<file path="src/rtl/can_seq_pkg.sv">
package can_seq_pkg;

    typedef enum logic [2:0] {
        ST_IDLE,
        ST_FRAME,
        ST_EFLAG,
        ST_OFLAG,
        ST_ECHO,
        ST_DELIM,
        ST_IFS,
        ST_SUSP
    } seq_state_t;

    function automatic logic is_err_ovl(input seq_state_t s);
        return (s == ST_EFLAG) || (s == ST_OFLAG) || (s == ST_ECHO) || (s == ST_DELIM);
    endfunction

endpackage

</file>
<file path="src/rtl/seq_phase_cnt.sv">
module seq_phase_cnt #(
    parameter int MAXV = 8,
    localparam int W   = $clog2(MAXV + 1)
) (
    input  logic         clk,
    input  logic         rst_n,
    input  logic         tick,
    input  logic         restart,
    output logic [W-1:0] cnt
);

    always_ff @(posedge clk or negedge rst_n) begin
        if (!rst_n) begin
            cnt <= '0;
        end else if (tick) begin
            if (restart) begin
                cnt <= '0;
            end else if (cnt != W'(MAXV)) begin
                cnt <= cnt + 1'b1;
            end
        end
    end


    cnt_hold_chk: assert property (@(posedge clk) disable iff (!rst_n)
        !tick |=> $stable(cnt));

endmodule

</file>
<file path="src/rtl/seq_ovl_limit.sv">
module seq_ovl_limit #(
    parameter int MAX_OVL = 2,
    localparam int LW     = $clog2(MAX_OVL + 1)
) (
    input  logic clk,
    input  logic rst_n,
    input  logic bump,
    input  logic clear,
    output logic allow
);

    logic [LW-1:0] run_q;

    always_ff @(posedge clk or negedge rst_n) begin
        if (!rst_n) begin
            run_q <= '0;
        end else if (clear) begin
            run_q <= '0;
        end else if (bump) begin
            run_q <= run_q + 1'b1;
        end
    end

    assign allow = (run_q < LW'(MAX_OVL));


    ovl_cap_chk: assert property (@(posedge clk) disable iff (!rst_n)
        run_q <= LW'(MAX_OVL));


    ovl_bump_ok_chk: assert property (@(posedge clk) disable iff (!rst_n)
        bump |-> allow);

endmodule

</file>
<file path="src/rtl/can_errovl_seq.sv">
module can_errovl_seq
    import can_seq_pkg::*;
#(
    parameter int FLAG_BITS  = 6,
    parameter int DELIM_BITS = 8,
    parameter int IFS_BITS   = 3,
    parameter int SUSP_BITS  = 6,
    parameter int MAX_OVL    = 2
) (
    input  logic clk,
    input  logic rst_n,
    input  logic bit_tick,
    input  logic rx_bit,
    input  logic err_det,
    input  logic err_passive,
    input  logic frame_end,
    input  logic ovl_req,
    output logic tx_bit,
    output logic busy,
    output logic sof_in_ifs,
    output logic tx_ready
);

    localparam int MAXLEN = (DELIM_BITS > FLAG_BITS) ?
                            ((DELIM_BITS > SUSP_BITS) ? DELIM_BITS : SUSP_BITS) :
                            ((FLAG_BITS > SUSP_BITS) ? FLAG_BITS : SUSP_BITS);
    localparam int CW = $clog2(MAXLEN + 1);

    seq_state_t st, nxt;
    logic [CW-1:0] cnt;
    logic          ovl_allow;
    logic          pas_q;
    logic          susp_pend_q;
    logic          sof_now;
    logic          new_err;
    logic          new_ovl;
    logic          flag_pas;

    seq_phase_cnt #(.MAXV(MAXLEN)) u_phase (
        .clk     (clk),
        .rst_n   (rst_n),
        .tick    (bit_tick),
        .restart (nxt != st),
        .cnt     (cnt)
    );

    seq_ovl_limit #(.MAX_OVL(MAX_OVL)) u_ovl (
        .clk   (clk),
        .rst_n (rst_n),
        .bump  (bit_tick && new_ovl),
        .clear (bit_tick && (nxt == ST_FRAME || nxt == ST_IDLE ||
                             nxt == ST_SUSP  || nxt == ST_EFLAG)),
        .allow (ovl_allow)
    );

    // next-state decision, applied only on a bit tick
    always_comb begin
        nxt     = st;
        sof_now = 1'b0;
        unique case (st)
            ST_IDLE: begin
                if (err_det)      nxt = ST_EFLAG;
                else if (!rx_bit) nxt = ST_FRAME;
            end
            ST_FRAME: begin
                if (err_det)        nxt = ST_EFLAG;
                else if (frame_end) nxt = ST_IFS;
            end
            ST_EFLAG, ST_OFLAG: begin
                if (cnt == CW'(FLAG_BITS - 1)) nxt = ST_ECHO;
            end
            ST_ECHO: begin
                if (rx_bit) nxt = ST_DELIM;
            end
            ST_DELIM: begin
                if (err_det)                          nxt = ST_EFLAG;
                else if (cnt == CW'(DELIM_BITS - 2))  nxt = ST_IFS;
            end
            ST_IFS: begin
                if (err_det) begin
                    nxt = ST_EFLAG;
                end else if (!rx_bit) begin
                    if (cnt < CW'(IFS_BITS - 1) && ovl_allow) begin
                        nxt = ST_OFLAG;
                    end else begin
                        nxt     = ST_FRAME;
                        sof_now = 1'b1;
                    end
                end else if (ovl_req && cnt == '0 && ovl_allow) begin
                    nxt = ST_OFLAG;
                end else if (cnt == CW'(IFS_BITS - 1)) begin
                    nxt = susp_pend_q ? ST_SUSP : ST_IDLE;
                end
            end
            ST_SUSP: begin
                if (err_det)                         nxt = ST_EFLAG;
                else if (!rx_bit)                    nxt = ST_FRAME;
                else if (cnt == CW'(SUSP_BITS - 1))  nxt = ST_IDLE;
            end
            default: nxt = ST_IDLE;
        endcase
    end

    assign new_err  = (nxt == ST_EFLAG) && (st != ST_EFLAG);
    assign new_ovl  = (nxt == ST_OFLAG) && (st != ST_OFLAG);
    assign flag_pas = new_err ? err_passive : pas_q;

    // state register
    always_ff @(posedge clk or negedge rst_n) begin
        if (!rst_n) begin
            st          <= ST_IDLE;
            pas_q       <= 1'b0;
            susp_pend_q <= 1'b0;
        end else if (bit_tick) begin
            st <= nxt;
            if (new_err) begin
                pas_q <= err_passive;
            end
            if (new_err && err_passive) begin
                susp_pend_q <= 1'b1;
            end else if (nxt == ST_IDLE || nxt == ST_FRAME) begin
                susp_pend_q <= 1'b0;
            end
        end
    end

    // output register
    always_ff @(posedge clk or negedge rst_n) begin
        if (!rst_n) begin
            tx_bit     <= 1'b1;
            busy       <= 1'b0;
            sof_in_ifs <= 1'b0;
            tx_ready   <= 1'b1;
        end else if (bit_tick) begin
            tx_bit     <= !((nxt == ST_EFLAG && !flag_pas) || nxt == ST_OFLAG);
            busy       <= is_err_ovl(nxt);
            sof_in_ifs <= sof_now;
            tx_ready   <= (nxt == ST_IDLE);
        end
    end

    // checker-side run length of driven dominant bits
    logic [CW:0] dom_run;
    always_ff @(posedge clk or negedge rst_n) begin
        if (!rst_n) begin
            dom_run <= '0;
        end else if (bit_tick) begin
            if (tx_bit)                        dom_run <= '0;
            else if (dom_run != '1)            dom_run <= dom_run + 1'b1;
        end
    end


    out_hold_chk: assert property (@(posedge clk) disable iff (!rst_n)
        !bit_tick |=> ($stable(tx_bit) && $stable(busy) && $stable(sof_in_ifs) && $stable(tx_ready)));


    dom_run_chk: assert property (@(posedge clk) disable iff (!rst_n)
        dom_run <= (CW+1)'(FLAG_BITS));


    dom_busy_chk: assert property (@(posedge clk) disable iff (!rst_n)
        !tx_bit |-> busy);


    flag_no_restart_chk: assert property (@(posedge clk) disable iff (!rst_n)
        (bit_tick && st == ST_EFLAG && cnt != CW'(FLAG_BITS - 1)) |=> (cnt == $past(cnt) + 1'b1));


    ready_quiet_chk: assert property (@(posedge clk) disable iff (!rst_n)
        tx_ready |-> (tx_bit && !busy));


    sof_shape_chk: assert property (@(posedge clk) disable iff (!rst_n)
        sof_in_ifs |-> (tx_bit && !busy && !tx_ready));

endmodule

</file>
<file path="config.mk">
export PLATFORM = sky130hd
export DESIGN_NAME = can_errovl_seq
export DESIGN_NICKNAME = d
export VERILOG_FILES = /design/src/rtl/can_seq_pkg.sv /design/src/rtl/seq_phase_cnt.sv /design/src/rtl/seq_ovl_limit.sv /design/src/rtl/can_errovl_seq.sv
export SDC_FILE = /design/constraint.sdc
export NUM_CORES = 1
export LEC_CHECK = 0
export BUFFER_PORTS_ARGS = -buffer_cell sky130_fd_sc_hd__clkbuf_2
export CAP_MARGIN = 20
export CELL_PAD_IN_SITES_DETAIL_PLACEMENT = 0
export CELL_PAD_IN_SITES_GLOBAL_PLACEMENT = 1
export CORE_MARGIN = 2
export CORE_UTILIZATION = 40
export CTS_CLUSTER_SIZE = 14
export DETAILED_ROUTE_END_ITERATION = 10
export PLACE_DENSITY = 0.75
export REMOVE_ABC_BUFFERS = 1
export SLEW_MARGIN = 20
export SYNTH_ARGS = -nofsm -noshare
export SYNTH_HDL_FRONTEND = slang
export SYNTH_SLANG_ARGS = --single-unit
export TNS_END_PERCENT = 50
</file>
<file path="constraint.sdc">
create_clock -name clk -period 4.4 [get_ports clk]
set_input_delay 0 -clock clk [delete_from_list [all_inputs] [get_ports clk]]
set_output_delay 0 -clock clk [all_outputs]
set_load 0.02 [all_outputs]
</file>
=== Word-level counts from Yosys, hierarchy flattened ===
Index checks and enable logic that the tools add are counted.

* $add $sub $neg: 2
* $lt $le $gt $ge: 2
* Equal/unequal tests: 20
* Reductions and logical operators: 27
* Multiplexer cells: 29

{| class="wikitable"
|+ Operator list
! cell !! count
|-
| 3-bit 2-to-1 mux || 16
|-
| 3-bit equality test (second input constant) || 7
|-
| 3-bit one-hot mux with 7 select lines || 1
|-
| 3-bit by 2-bit equality test with 1-bit output (second input constant) || 4
|-
| 1-bit logical AND || 9
|-
| 4-bit by 3-bit equality test with 1-bit output (second input constant) || 2
|-
| 4-bit 2-to-1 mux || 2
|-
| 1-bit logical OR || 7
|-
| 1-bit 2-to-1 mux || 7
|-
| 3-bit by 1-bit equality test with 1-bit output (second input constant) || 2
|-
| 3-bit zero test || 2
|-
| 2-bit 2-to-1 mux || 3
|-
| 3-bit by 2-bit != test with 1-bit output (second input constant) || 2
|-
| 2-bit nonzero test || 3
|-
| 4-bit by 1-bit adder with 4-bit output (second input constant) || 1
|-
| 4-bit by 2-bit equality test with 1-bit output (second input constant) || 1
|-
| 4-bit zero test || 1
|-
| 4-bit by 2-bit < comparator with 1-bit output (second input constant) || 1
|-
| 4-bit != test (second input constant) || 1
|-
| 2-bit AND reduction || 2
|-
| 3-bit != test || 1
|-
| 2-bit by 1-bit adder with 2-bit output (second input constant) || 1
|-
| 1-bit zero test || 2
|-
| 2-bit < comparator (second input constant) || 1
|-
| 2-bit OR reduction || 1
|}

* Register bits: 15
* Word-level logic and storage cells: 89
* Output and inout bits: 4
* Input port bits: 8

=== Logic depth before layout (Yosys ltp) ===
Gate-level depths: netlist (run 1).

* Depth in word-level cells: 14
* Mapped depth: 9

=== Cells and area by module ===
From an unflattened synthesis (run 1), not the netlist that was laid out.

* Cell total of the unflattened synthesis: 132
* Area total of the unflattened synthesis: 1187.4 um^2

{| class="wikitable"
|+ Modules (own cells, without submodules)
! module !! instances !! cells an instance !! area each (um^2)
|-
| can_errovl_seq || 1 || 100 || 850.8
|-
| seq_phase_cnt || 1 || 24 || 244.0
|-
| seq_ovl_limit || 1 || 8 || 92.6
|}

=== Worst setup path after synthesis (run 1) ===
Ideal clock, no wire load.

* Path kind: register -> register
* Start: register u_phase.cnt[0]
* End: register pas_q
* Slack: 2151 ps
* Path buffers: 0
* Arrival time: 2122 ps
* Clock period less this slack: 2249 ps
* Library setup time: 127 ps
* Stages on the path, launching flop included: 10
* Cell sequence: dfrtp_1 -> inv_1 -> ha_1 -> or3b_1 -> o2111a_1 -> a21oi_2 -> a22o_4 -> nand2_4 -> nor2_2 -> mux2_1

* Cells in the longest elaborated chain, start to end: 10
* Elaborated cells on any way between the ends: 23
* Classes of those cells: order compare (1); eq/ne (4); mux (13); reduce/logical (5)

{| class="wikitable"
|+ Ends and longest elaborated chain
! element !! line !! RTL
|-
| from (decl) || seq_phase_cnt.sv:9 || <nowiki>output logic [W-1:0] cnt</nowiki>
|-
| from (signal assigned) || seq_phase_cnt.sv:19 || <nowiki>cnt <= cnt + 1'b1;</nowiki>
|-
| branches (longest 6 deep; another with 4-bit by 2-bit < comparator with 1-bit output) || -- ||
|-
| 3-bit one-hot mux with 7 select lines * || can_errovl_seq.sv:60 || <nowiki>unique case (st)</nowiki>
|-
| 3-bit by 2-bit equality test with 1-bit output * || can_errovl_seq.sv:104 || <nowiki>assign new_err = (nxt == ST_EFLAG) && (st != ST_EFLAG);</nowiki>
|-
| 1-bit logical AND * || can_errovl_seq.sv:104 ||
|-
| 1-bit 2-to-1 mux * || -- ||
|-
| to (signal assigned) || can_errovl_seq.sv:117 || <nowiki>pas_q <= err_passive;</nowiki>
|-
| to (decl) || can_errovl_seq.sv:32 || <nowiki>logic pas_q;</nowiki>
|}

Every way passes the cells marked *.
A chain may end at the register's enable or synchronous reset.

=== Final worst setup path (run 1) ===
Ends and elaborated chain as after synthesis.

==> results of run 1 <==
-- logic make-up after synthesis --
logic type,count (synthesis),share of synthesized area (%)
and+or+nand+nor,49,24.4
DFF,15,30.4
buffers and inverters,16,6.54
AOI/OAI and AO/OA,46,31.1
adders and majority gates,4,4.02
muxes,4,3.52
-- layer usage --
| layer | global-route usage [%] | wire (um) |
|---|---|---|
| met4 | 5.08 | 14 |
| met3 | 1.73 | 149 |
| met1 | 26.4 | 1410 |
| met2 | 25.5 | 1240 |
| met5 | 0 | 0 |
-- layout make-up --
cell class                 instances  area, um^2  share of cell area [%]
inverter                           8        30.0                    2.25
tap                               33        41.3                    3.09
sequential                        15         378                    28.3
clock buffer                       3        22.5                    1.69
clock inverter                     1        5.00                   0.375
multi-input combinational        103         785                    58.7
timing repair buffer              13        75.1                    5.62
-- synth_stat cells (2+ instances only) --
master,instances
sky130_fd_sc_hd__buf_4,3
sky130_fd_sc_hd__o21ai_0,10
sky130_fd_sc_hd__mux2_2,2
sky130_fd_sc_hd__nand3_1,6
sky130_fd_sc_hd__o21a_1,2
sky130_fd_sc_hd__nand2_1,8
sky130_fd_sc_hd__a211oi_1,2
sky130_fd_sc_hd__nor2_1,4
sky130_fd_sc_hd__buf_2,2
sky130_fd_sc_hd__a21oi_1,4
sky130_fd_sc_hd__nor2b_1,4
sky130_fd_sc_hd__o211ai_1,2
sky130_fd_sc_hd__and3_1,2
sky130_fd_sc_hd__dfrtp_1,13
sky130_fd_sc_hd__nor4_1,3
sky130_fd_sc_hd__ha_1,4
sky130_fd_sc_hd__a31oi_1,2
sky130_fd_sc_hd__nand2b_1,3
sky130_fd_sc_hd__o2111ai_1,2
sky130_fd_sc_hd__a21oi_2,3
sky130_fd_sc_hd__inv_1,6
sky130_fd_sc_hd__nor3_1,5
sky130_fd_sc_hd__and3b_2,2
sky130_fd_sc_hd__clkbuf_1,2
sky130_fd_sc_hd__dfstp_2,2
-- state kept, by name, summed over array words and instances (netlist names) --
name	count
u_ovl.run_q	2
st	3
pas_q	1
tx_ready	1
tx_bit	1
sof_in_ifs	1
susp_pend_q	1
u_phase.cnt	4
busy	1
-- metrics by stage --
| stage | utilization (%) | std cells |
|---|---|---|
| 6_report | 44.5 | 176 |
| 5_1_grt | 44.5 | 176 |
| 4_1_cts | 44.5 | 176 |
| 3_5_place_dp | 42.9 | 170 |
| 3_3_place_gp | 42.9 | 170 |
| 2_1_floorplan | - | 126 |
-- cells in the final DEF (no fill, tap or decap), drive strengths merged, types with 2 or more instances in the layout --
cell type and instances:
a211oi 2, a21oi 7, a31o 2, a31oi 3, a41o 2, and3 2
and3b 2, clkbuf 14, clkinv 2, dfrtp 13, dfstp 2, dlygate4sd3 2
ha 4, inv 7, mux2 3, nand2 9, nand2b 3, nand3 6
nand3b 2, nor2 5, nor2b 5, nor3 5, nor4 3, o2111ai 3
o211ai 2, o21a 2, o21ai 11, o32ai 2, o41ai 2
-- power groups by stage --
| stage | Clock (mW) | Sequential, mW | Combinational, mW |
|---|---|---|---|
| 2_1_floorplan | 0 | 0.265 | 0.405 |
| 3_3_place_gp | 0 | 0.272 | 0.523 |
| 3_5_place_dp | 0 | 0.272 | 0.524 |
| 4_1_cts | 0.0829 | 0.270 | 0.528 |
| 5_1_grt | 0.0894 | 0.280 | 0.590 |
| 6_report | 0.0798 | 0.272 | 0.533 |
-- worst reg2reg max path, cell delays in order, from the launching register on --
cell	delay [ns]
sky130_fd_sc_hd__dfrtp_1	0.43
sky130_fd_sc_hd__inv_1	0.15
sky130_fd_sc_hd__ha_1	0.20
sky130_fd_sc_hd__or3b_1	0.38
sky130_fd_sc_hd__o2111a_1	0.26
sky130_fd_sc_hd__a21oi_2	0.22
sky130_fd_sc_hd__a22o_4	0.22
sky130_fd_sc_hd__nand2_4	0.07
sky130_fd_sc_hd__nor2_2	0.12
sky130_fd_sc_hd__mux2_1	0.32
-- worst paths after layout --
check | start | to | slack, ns | cells after the start
setup / recovery | u_phase.cnt[0]$_DFFE_PN0P_ | pas_q$_DFFE_PN0P_ | 1.91 | 9
hold / removal | rst_n | u_phase.cnt[1]$_DFFE_PN0P_ | 0.15 | 2
setup reg to reg | u_phase.cnt[0]$_DFFE_PN0P_ | pas_q$_DFFE_PN0P_ | 1.91 | 9
hold reg to reg | u_ovl.run_q[0]$_DFFE_PN0P_ | u_ovl.run_q[0]$_DFFE_PN0P_ | 0.48 | 1
max in group asynchronous | rst_n | tx_bit$_DFFE_PN1P_ | 3.94 | 2
min in group clk | bit_tick | susp_pend_q$_DFFE_PN0P_ | 0.21 | 2
==> impl_metrics.toml, run 1 <==
[yosys]
syn_area_per_cell_um2 = 9.28
share_of_synthesized_area_occupied_by_flip_flops_and_latches_pct = 30.4
synth_top_cell_by_area = "sky130_fd_sc_hd__dfrtp_1"
post_synth_num_cell_types = 61
yosys_warnings = 0
ys.flop_type = "sky130_fd_sc_hd__dfrtp_1"
netlist.area_leader.share_pct = 26.2
ys_ff_latch = 15
asyncSetResetFlopFracSynth_pct = 100
synthesis.instances = 134
synth_enable_flop_cells = 0
ys_top_cells_by_area = "sky130_fd_sc_hd__dfrtp_1, sky130_fd_sc_hd__dfstp_2, sky130_fd_sc_hd__ha_1, sky130_fd_sc_hd__o21ai_0, sky130_fd_sc_hd__nand3_1"
mappedNetlistArea_um2 = 1240

[timing]
timing.clock.skew_ns = 0.00430
max_slew_margin_pct = 60.4
unrepaired_setup_endpoints_after_global_routing = "false"
setup_slack_ns = 1.91
min_period_ns = 2.49
timing.fmax_ghz = 0.402
setup-violations-final = 0
timing.setup.tns_ns = 0
number_of_hold_slack_violations_in_the_final_timing_report = 0
slew_at_the_pin_with_the_worst_max_slew_slack_ns = 0.589
final_min_period_over_clock_period_pct = 56.5
final_max_slew_viol_count = 0
worst_hold_slack_ns = 0.149

[power]
power.combinational.fraction_pct = 60.3
p_sw_mw = 0.433
ir_drop_mv = 0.295
p_int_mw = 0.451
sequentialPowerShare_pct = 30.7
clock_power_share_pct = 9.0
power.leakage_nw = 0.540
power-per-cell-area_nw_per_um2 = 662
finalPower_mw = 0.884
power.switching_fraction_pct = 49.0

[placed_design]
dpl_worst_slack_ns = 1.95
gp_congestion = 0.874
numPortBuffers = 11
hpwl_dp_mm = 2.08
placement.cell_area_um2 = 1290

[final_layout]
finish.net_count = 156
antennaDiodeCount = 0
fin_area_um2 = 1340
drive_gt1_share_pct = 27.3
num-fill-cells = 297
synthToLayoutAreaGrowth_pct = 7.44

[clock_tree]
post_cts.resized_instances = 0
postCtsHoldBufs = 2
clkLatencyLatePin_ns = 0.28
clockRootBuffer = "sky130_fd_sc_hd__clkbuf_4"
cts.path.max_buffers = 2
htreeDepth = 1
clock-sinks = 15
clk_pin_slew_worst_paths_ns = 0.09
post_cts.repair.setup_buffers = 0
cts_inserted_buffers = 3
tritoncts = "yes"

[drt]
antenna_violating_nets_post_route = 0
vias_per_cell = 6.31
detail_route.iter0.violations = 52
drc = 0
route.vias.total = 1111
drt_wl_total_mm = 2.82
detailedRoute.firstPassIterationCount = 4
wl_per_cell_um = 16.0

[global_routing]
first_global_vias = 995
wire_length_of_the_first_global_routing_pass_mm = 4.84
globalRouteTotalUtil_pct = 17.3
grt_antenna_before_repair = 0
grt_overflow_total = 0
grt_max_degree = 25

[critical_path]
timing.critical_path.max_delay_family = "compound AO/OA/AOI/OAI gates"
critical-path-slowest-cell = "sky130_fd_sc_hd__dfrtp_1"
critical_path_arrival_ns = 2.66
critPathCaptureType = "flip-flop"
worstPathMaxFanout = 7
worstSetupStartpointType = "flip-flop"
max_stage_delay_ns = 0.43
timing_worst_setup_path_type = "reg2reg"
cp_cell_sequence = "inv_1 -> ha_1 -> or3b_1 -> o2111a_1 -> a21oi_2 -> a22o_4 -> nand2_4 -> nor2_2 -> mux2_1"
cp_data_required_time_ns = 4.57
critical_path_buf_inv_count = 1

[worst_hold_path]
holdCritPathClass = "in2async"

[die]
initial_utilization_pct = 41.4
design.core.area_um2 = 3000
placement_rows = 20
width_of_the_chip_um = 59.8
fp.dieH_um = 59.8
ioPinCount = 12
fp.dieArea_um2 = 3570

[run]
timing.max_cap.violations = 0

[status]
run_status = "complete, no violations"
Note: power is estimated with default switching activity, not from simulation.
==> run 2: changes to the inputs <==
--- a/config.mk
+++ b/config.mk
@@ -13,7 +13,7 @@
 export CORE_UTILIZATION = 40
 export CTS_CLUSTER_SIZE = 14
 export DETAILED_ROUTE_END_ITERATION = 10
-export PLACE_DENSITY = 0.75
+export PLACE_DENSITY = 0.78
 export REMOVE_ABC_BUFFERS = 1
 export SLEW_MARGIN = 20
 export SYNTH_ARGS = -nofsm -noshare
==> constraint.sdc (replaced) <==
create_clock -name clk -period 2.08 [get_ports clk]
set_input_delay 0 -clock clk [delete_from_list [all_inputs] [get_ports clk]]
set_output_delay 0 -clock clk [all_outputs]
set_load 0.02 [all_outputs]
==> run 2 against run 1 <==
  * The run now ends with setup timing left
  * Cell count rose by 16%
  * Sequential power increased by 100%
  * Critical path depth up 1
  * Clock skew grew 0.0052 ns
  * Design area increased by 26%
  * Largest cell class unchanged
==> impl_metrics.toml, run 2 (synthesis gave the netlist of run 1 again) <==
[placed_design]
hpwl_dp_mm = 2.44
placedCellCount = 196
numPortBuffers = 11
gp_congestion = 0.897
dpl_worst_slack_ns = -0.291

[clock_tree]
cts_inserted_buffers = 3
clock-sinks = 15
tritoncts = "yes"
clockRootBuffer = "sky130_fd_sc_hd__clkbuf_4"
htreeDepth = 1
clk_pin_slew_worst_paths_ns = 0.10
cts.path.max_buffers = 2
clkLatencyLatePin_ns = 0.30

[timing]
setup-violations-final = 11
final_min_period_over_clock_period_pct = 107
max_slew_margin_pct = 66.0
min_period_ns = 2.22
number_of_hold_slack_violations_in_the_final_timing_report = 0
final_max_slew_viol_count = 0
unrepaired_setup_endpoints_after_global_routing = "true"
slew_at_the_pin_with_the_worst_max_slew_slack_ns = 0.510
timing.fmax_ghz = 0.451
setup_slack_ns = -0.136
timing.clock.skew_ns = 0.00951

[die]
placement_rows = 20
ioPinCount = 12
initial_utilization_pct = 41.4
fp.dieH_um = 59.8
design.core.area_um2 = 3000
fp.dieArea_um2 = 3570
width_of_the_chip_um = 59.8

[critical_path]
cp_data_required_time_ns = 2.28
timing.reg2reg.setup_slack_ns = -0.14
timing_worst_setup_path_type = "reg2reg"
worstRegToRegCells = 10
max_stage_delay_ns = 0.41
crit_path_frequent_cell = "sky130_fd_sc_hd__buf_4"
r2r-end = "pas_q$_DFFE_PN0P_"
worstPathMaxFanout = 4
cp_cell_sequence = "inv_2 -> buf_4 -> buf_4 -> ha_1 -> nand3_2 -> a41o_2 -> a31oi_4 -> nand2_4 -> nor2_4 -> mux2_4"
regToRegStartpoint = "u_phase.cnt[0]$_DFFE_PN0P_"
timing.critical_path.max_delay_family = "compound AO/OA/AOI/OAI gates"
worstSetupStartpointType = "flip-flop"
critical_path_buf_inv_count = 3
critical-path-slowest-cell = "sky130_fd_sc_hd__dfrtp_1"
critical_path_arrival_ns = 2.41
critPathCaptureType = "flip-flop"

[drt]
detail_route.iter0.violations = 87
antenna_violating_nets_post_route = 0
detailedRoute.firstPassIterationCount = 4
vias_per_cell = 5.98
drc = 0
wl_per_cell_um = 16.7
drt_wl_total_mm = 3.43
route.vias.total = 1225

[power]
ir_drop_mv = 0.925
power-per-cell-area_nw_per_um2 = 1500
power.leakage_nw = 0.710
finalPower_mw = 2.52

[global_routing]
grt_overflow_total = 0
wire_length_of_the_first_global_routing_pass_mm = 5.93
globalRouteTotalUtil_pct = 22.2
grt_antenna_before_repair = 0
grt_max_degree = 25
first_global_vias = 1276

[final_layout]
finish.net_count = 185
top_regs = "u_phase.cnt x4, st x3, u_ovl.run_q x2"
flip_flop_count_of_the_largest_register_after_layout = 4
largest_register = "u_phase.cnt"
antennaDiodeCount = 0
drive_gt1_share_pct = 48.3
layout.cells.most_common_list = "sky130_fd_sc_hd__buf_4, sky130_fd_sc_hd__dfrtp_1, sky130_fd_sc_hd__clkbuf_2"
synthToLayoutAreaGrowth_pct = 35.2
layout.cells.most_common = "sky130_fd_sc_hd__buf_4"
layoutNonFillerInstCount = 205

[status]
run_status = "finished, violations left"
failed_checks = "setup timing"

[worst_hold_path]
holdCritPathClass = "in2async"

[run]
timing.max_cap.violations = 0
[run 2: cell types whose count changed in the layout (fill, tap and decap cells not counted), moves of 2 or more]
cell                      previous run  this run
sky130_fd_sc_hd__inv_2               1         3
sky130_fd_sc_hd__o21ai_1             1         4
sky130_fd_sc_hd__inv_1               6         4
sky130_fd_sc_hd__dfrtp_1            13        11
sky130_fd_sc_hd__a31oi_1             2         0
sky130_fd_sc_hd__buf_4               0        28
sky130_fd_sc_hd__o21ai_0            10         7
sky130_fd_sc_hd__dfrtp_2             0         2
sky130_fd_sc_hd__ha_1                4         2
[run 2: area by class of cell]
type                       count  area, um^2
timing repair buffer          42         297
clock inverter                 1        5.00
sequential                    15         380
clock buffer                   3        22.5
multi-input combinational    103         906
inverter                       8        30.0
fill                         275        1320
tap                           33        41.3
[run 2: how the worst max path moves through the flow]
stage,to,cells after the start,startpoint
2_1_floorplan,pas_q$_DFFE_PN0P_,9,u_phase.cnt[0]$_DFFE_PN0P_
3_3_place_gp,pas_q$_DFFE_PN0P_,9,u_phase.cnt[0]$_DFFE_PN0P_
3_5_place_dp,u_ovl.run_q[0]$_DFFE_PN0P_,8,u_phase.cnt[0]$_DFFE_PN0P_
4_1_cts,pas_q$_DFFE_PN0P_,9,u_phase.cnt[0]$_DFFE_PN0P_
5_1_grt,pas_q$_DFFE_PN0P_,10,u_phase.cnt[0]$_DFFE_PN0P_
6_report,pas_q$_DFFE_PN0P_,10,u_phase.cnt[0]$_DFFE_PN0P_
[run 2: power breakdown]
part	switching (mW)	total (mW)	internal (mW)
registers	0.132	0.548	0.417
logic	0.904	1.80	0.891
clock network	0.107	0.178	0.0717
[run 2: per-stage QoR]
stage,setup TNS [ns],cell area (um^2),utilization [%],hold slack [ns]
finish,-0.947,1680,56.0,0.153
global route,-2.41,1680,56.0,0.183
CTS,-0.948,1630,54.2,0.151
detailed placement,-2.42,1480,49.4,-0.0528
global placement,-1.62,1480,49.4,-0.0629
floorplan,-0.169,1190,-,-0.296
[run 2: repair_timing]
item                                    in CTS  in global routing
hold buffers                                 2                  0
endpoints found under the setup margin      12                 12
endpoints found under the hold margin       16                  0
pin swaps                                    6                  7
buffers inserted                             1                  2
resized for setup                           18                 10
[run 2: per-layer routing]
layer	track usage [%]	vias to the layer above	part of all wire [%]
met3	1.52	8	1.9
met4	11.4	0	2.9
met5	0	-	0
met1	30.1	598	46
met2	35.4	23	50
li1	-	596	-
==> run 3: changes to the inputs <==
--- a/config.mk
+++ b/config.mk
@@ -5,12 +5,13 @@
 export SDC_FILE = /design/constraint.sdc
 export NUM_CORES = 1
 export LEC_CHECK = 0
+export ABC_AREA = 1
 export BUFFER_PORTS_ARGS = -buffer_cell sky130_fd_sc_hd__clkbuf_2
 export CAP_MARGIN = 20
 export CELL_PAD_IN_SITES_DETAIL_PLACEMENT = 0
 export CELL_PAD_IN_SITES_GLOBAL_PLACEMENT = 1
 export CORE_MARGIN = 2
-export CORE_UTILIZATION = 40
+export CORE_UTILIZATION = 38
 export CTS_CLUSTER_SIZE = 14
 export DETAILED_ROUTE_END_ITERATION = 10
 export PLACE_DENSITY = 0.78
==> run 3 against run 2 <==
  * The run ends with hold timing left
  * Synthesized cell count is 33% higher
  * Setup slack improved by 0.28 ns
  * First-iteration DRC count down 20%
  * Die area up 6.7%
  * Critical path type unchanged
==> impl_metrics.toml, run 3 <==
[timing]
number_of_hold_slack_violations_in_the_final_timing_report = 1
timing.fmax_ghz = 0.516
timing.clock.skew_ns = 0.00987
setup-violations-final = 0
final_max_slew_viol_count = 0
slew_at_the_pin_with_the_worst_max_slew_slack_ns = 0.450
min_period_ns = 1.94
max_slew_margin_pct = 69.7
final_min_period_over_clock_period_pct = 93.1
worst_hold_slack_ns = -0.00661

[placed_design]
numPortBuffers = 11
gp_congestion = 0.871
placedCellCount = 228
hpwl_dp_mm = 2.38

[drt]
vias_per_cell = 5.19
wl_per_cell_um = 13.3
detail_route.iter0.violations = 70
detailedRoute.firstPassIterationCount = 4
route.vias.total = 1236
drt_wl_total_mm = 3.17
drc = 0
antenna_violating_nets_post_route = 0

[final_layout]
layout.cells.most_common_list = "sky130_fd_sc_hd__nand2_1, sky130_fd_sc_hd__nand3_1, sky130_fd_sc_hd__nand4_1"
num-fill-cells = 326
finish.net_count = 207
synthToLayoutAreaGrowth_pct = 19.4
flip_flop_count_of_the_largest_register_after_layout = 4
largest_register = "u_phase.cnt"
layout.cells.most_common = "sky130_fd_sc_hd__nand2_1"
layoutNonFillerInstCount = 238
drive_gt1_share_pct = 31.4
antennaDiodeCount = 0
top_regs = "u_phase.cnt x4, st x3, u_ovl.run_q x2"

[yosys]
share_of_synthesized_area_occupied_by_flip_flops_and_latches_pct = 29.8
synthesis.instances = 178
post_synth_num_cell_types = 32
netlist.area_leader.share_pct = 25.7
synth_top_cell_by_area = "sky130_fd_sc_hd__dfrtp_1"
synth_commonest_cells = "sky130_fd_sc_hd__nand2_1, sky130_fd_sc_hd__nand3_1, sky130_fd_sc_hd__inv_1, sky130_fd_sc_hd__nand4_1, sky130_fd_sc_hd__dfrtp_1"
ys.flop_type = "sky130_fd_sc_hd__dfrtp_1"
post-synth-top-count-cell = "sky130_fd_sc_hd__nand2_1"
syn_area_per_cell_um2 = 7.11
asyncSetResetFlopFracSynth_pct = 100
mappedNetlistArea_um2 = 1270
yosys_warnings = 0
ys_top_cells_by_area = "sky130_fd_sc_hd__dfrtp_1, sky130_fd_sc_hd__nand2_1, sky130_fd_sc_hd__nand4_1, sky130_fd_sc_hd__nand3_1, sky130_fd_sc_hd__inv_1"
ys_ff_latch = 15
synth_enable_flop_cells = 0

[critical_path]
timing_worst_setup_path_type = "reg2reg"
critical_path_arrival_ns = 2.11
cp_data_required_time_ns = 2.26
worstPathMaxFanout = 7
critPathCaptureType = "flip-flop"
worstSetupStartpointType = "flip-flop"

[power]
finalPower_mw = 1.99
power-per-cell-area_nw_per_um2 = 1320
ir_drop_mv = 0.664
power.leakage_nw = 0.739

[run]
timing.max_cap.violations = 0

[die]
ioPinCount = 12
design.core.area_um2 = 3100
fp.dieH_um = 61.7
initial_utilization_pct = 40.8
placement_rows = 20
width_of_the_chip_um = 61.7
fp.dieArea_um2 = 3810

[clock_tree]
clkLatencyLatePin_ns = 0.29
cts_inserted_buffers = 3
cts.path.max_buffers = 2
htreeDepth = 1
clockRootBuffer = "sky130_fd_sc_hd__clkbuf_4"
clk_pin_slew_worst_paths_ns = 0.09
tritoncts = "yes"
clock-sinks = 15

[status]
failed_checks = "hold timing"
run_status = "finished, violations left"

[worst_hold_path]
holdCritPathClass = "in2reg"

[global_routing]
globalRouteTotalUtil_pct = 17.4
grt_overflow_total = 0
wire_length_of_the_first_global_routing_pass_mm = 4.96
first_global_vias = 1122
grt_antenna_before_repair = 0
grt_max_degree = 16
==> run 3: logic make-up (layout without fill, tap and decap cells) <==
logic type / after synthesis / after routing / share of synthesized area [%]
xor gates and xnor gates: 4 / 4 / 2.77
DFF: 15 / 15 / 29.8
and+or+nand+nor: 112 / 112 / 45.9
AOI/OAI and AO/OA: 14 / 14 / 6.92
buffers and inverters: 29 / 45 / 10.6
adders and majority gates: 4 / 4 / 3.95
==> run 3: worst paths after layout <==
path,start,to,slack [ns],depth (start not counted)
setup reg to reg,u_phase.cnt[0]$_DFFE_PN0P_,pas_q$_DFFE_PN0P_,0.14,11
setup / recovery,u_phase.cnt[0]$_DFFE_PN0P_,pas_q$_DFFE_PN0P_,0.14,11
hold reg to reg,tx_bit$_DFFE_PN1P_,tx_bit$_DFFE_PN1P_,0.48,2
min in group asynchronous,rst_n,busy$_DFFE_PN0P_,0.15,2
max in group asynchronous,rst_n,tx_bit$_DFFE_PN1P_,1.61,2
hold / removal,err_passive,pas_q$_DFFE_PN0P_,-0.007,3
==> run 3: final cells by class <==
cell class                      instances  area [um^2]  share of cell area [%]
Clock buffer                            4         26.3                    1.74
Tap cell                               44         55.1                    3.64
Inverter                               23         90.1                    5.96
Multi-Input combinational cell        134          848                    56.1
Sequential cell                        15          382                    25.2
Timing Repair Buffer                   18          110                    7.28
==> run 3: through the flow <==
| stage | utilization [%] | instance area (um^2) | setup slack (ns) | setup TNS (ns) |
|---|---|---|---|---|
| finish | 48.7 | 1510 | 0.143 | 0 |
| detailed placement | 43.1 | 1340 | 0.00956 | 0 |
| global placement | 43.1 | 1340 | 0.0403 | 0 |
| global route | 48.7 | 1510 | -0.00387 | -0.00387 |
| CTS | 44.3 | 1380 | 0.0202 | 0 |
| floorplan | - | 1220 | 0.333 | 0 |
==> run 3: repair_timing <==
action                                  CTS  global route
gates resized for setup                   1            25
pin swaps                                 0             3
endpoints found under the setup margin    1             9
cloned                                    0             0
setup buffers                             0             5
hold endpoints to repair                 15             0
hold buffers                              1             0
==> run 3: critical path, stage by stage (launching register included) <==
cell and delay (ns):
sky130_fd_sc_hd__dfrtp_2 0.45, sky130_fd_sc_hd__inv_2 0.11, sky130_fd_sc_hd__ha_2 0.22, sky130_fd_sc_hd__nand4_1 0.18, sky130_fd_sc_hd__a31oi_2 0.24, sky130_fd_sc_hd__nor2_4 0.08, sky130_fd_sc_hd__nand3_4 0.12, sky130_fd_sc_hd__nand2_2 0.08
sky130_fd_sc_hd__nor2_4 0.14, sky130_fd_sc_hd__nand3_1 0.08, sky130_fd_sc_hd__nand2_1 0.07, sky130_fd_sc_hd__nand2_1 0.05
==> run 3: power breakdown <==
part / total [mW] / switching, mW / internal [mW]
sequential: 0.522 / 0.121 / 0.402
clock: 0.173 / 0.0981 / 0.0745
combinational: 1.30 / 0.814 / 0.481
total: 1.99 / 1.03 / 0.958
==> run 3: layer usage <==
| layer | track usage [%] | vias to the layer above | routed length [um] | part of all wire (%) |
|---|---|---|---|---|
| li1 | - | 622 | - | - |
| met1 | 24.7 | 579 | 1450 | 46 |
| met2 | 28.3 | 33 | 1550 | 49 |
| met3 | 3.73 | 2 | 148 | 4.7 |
| met4 | 2.13 | 0 | 14 | 0.44 |
| met5 | 0 | - | 0 | 0 |
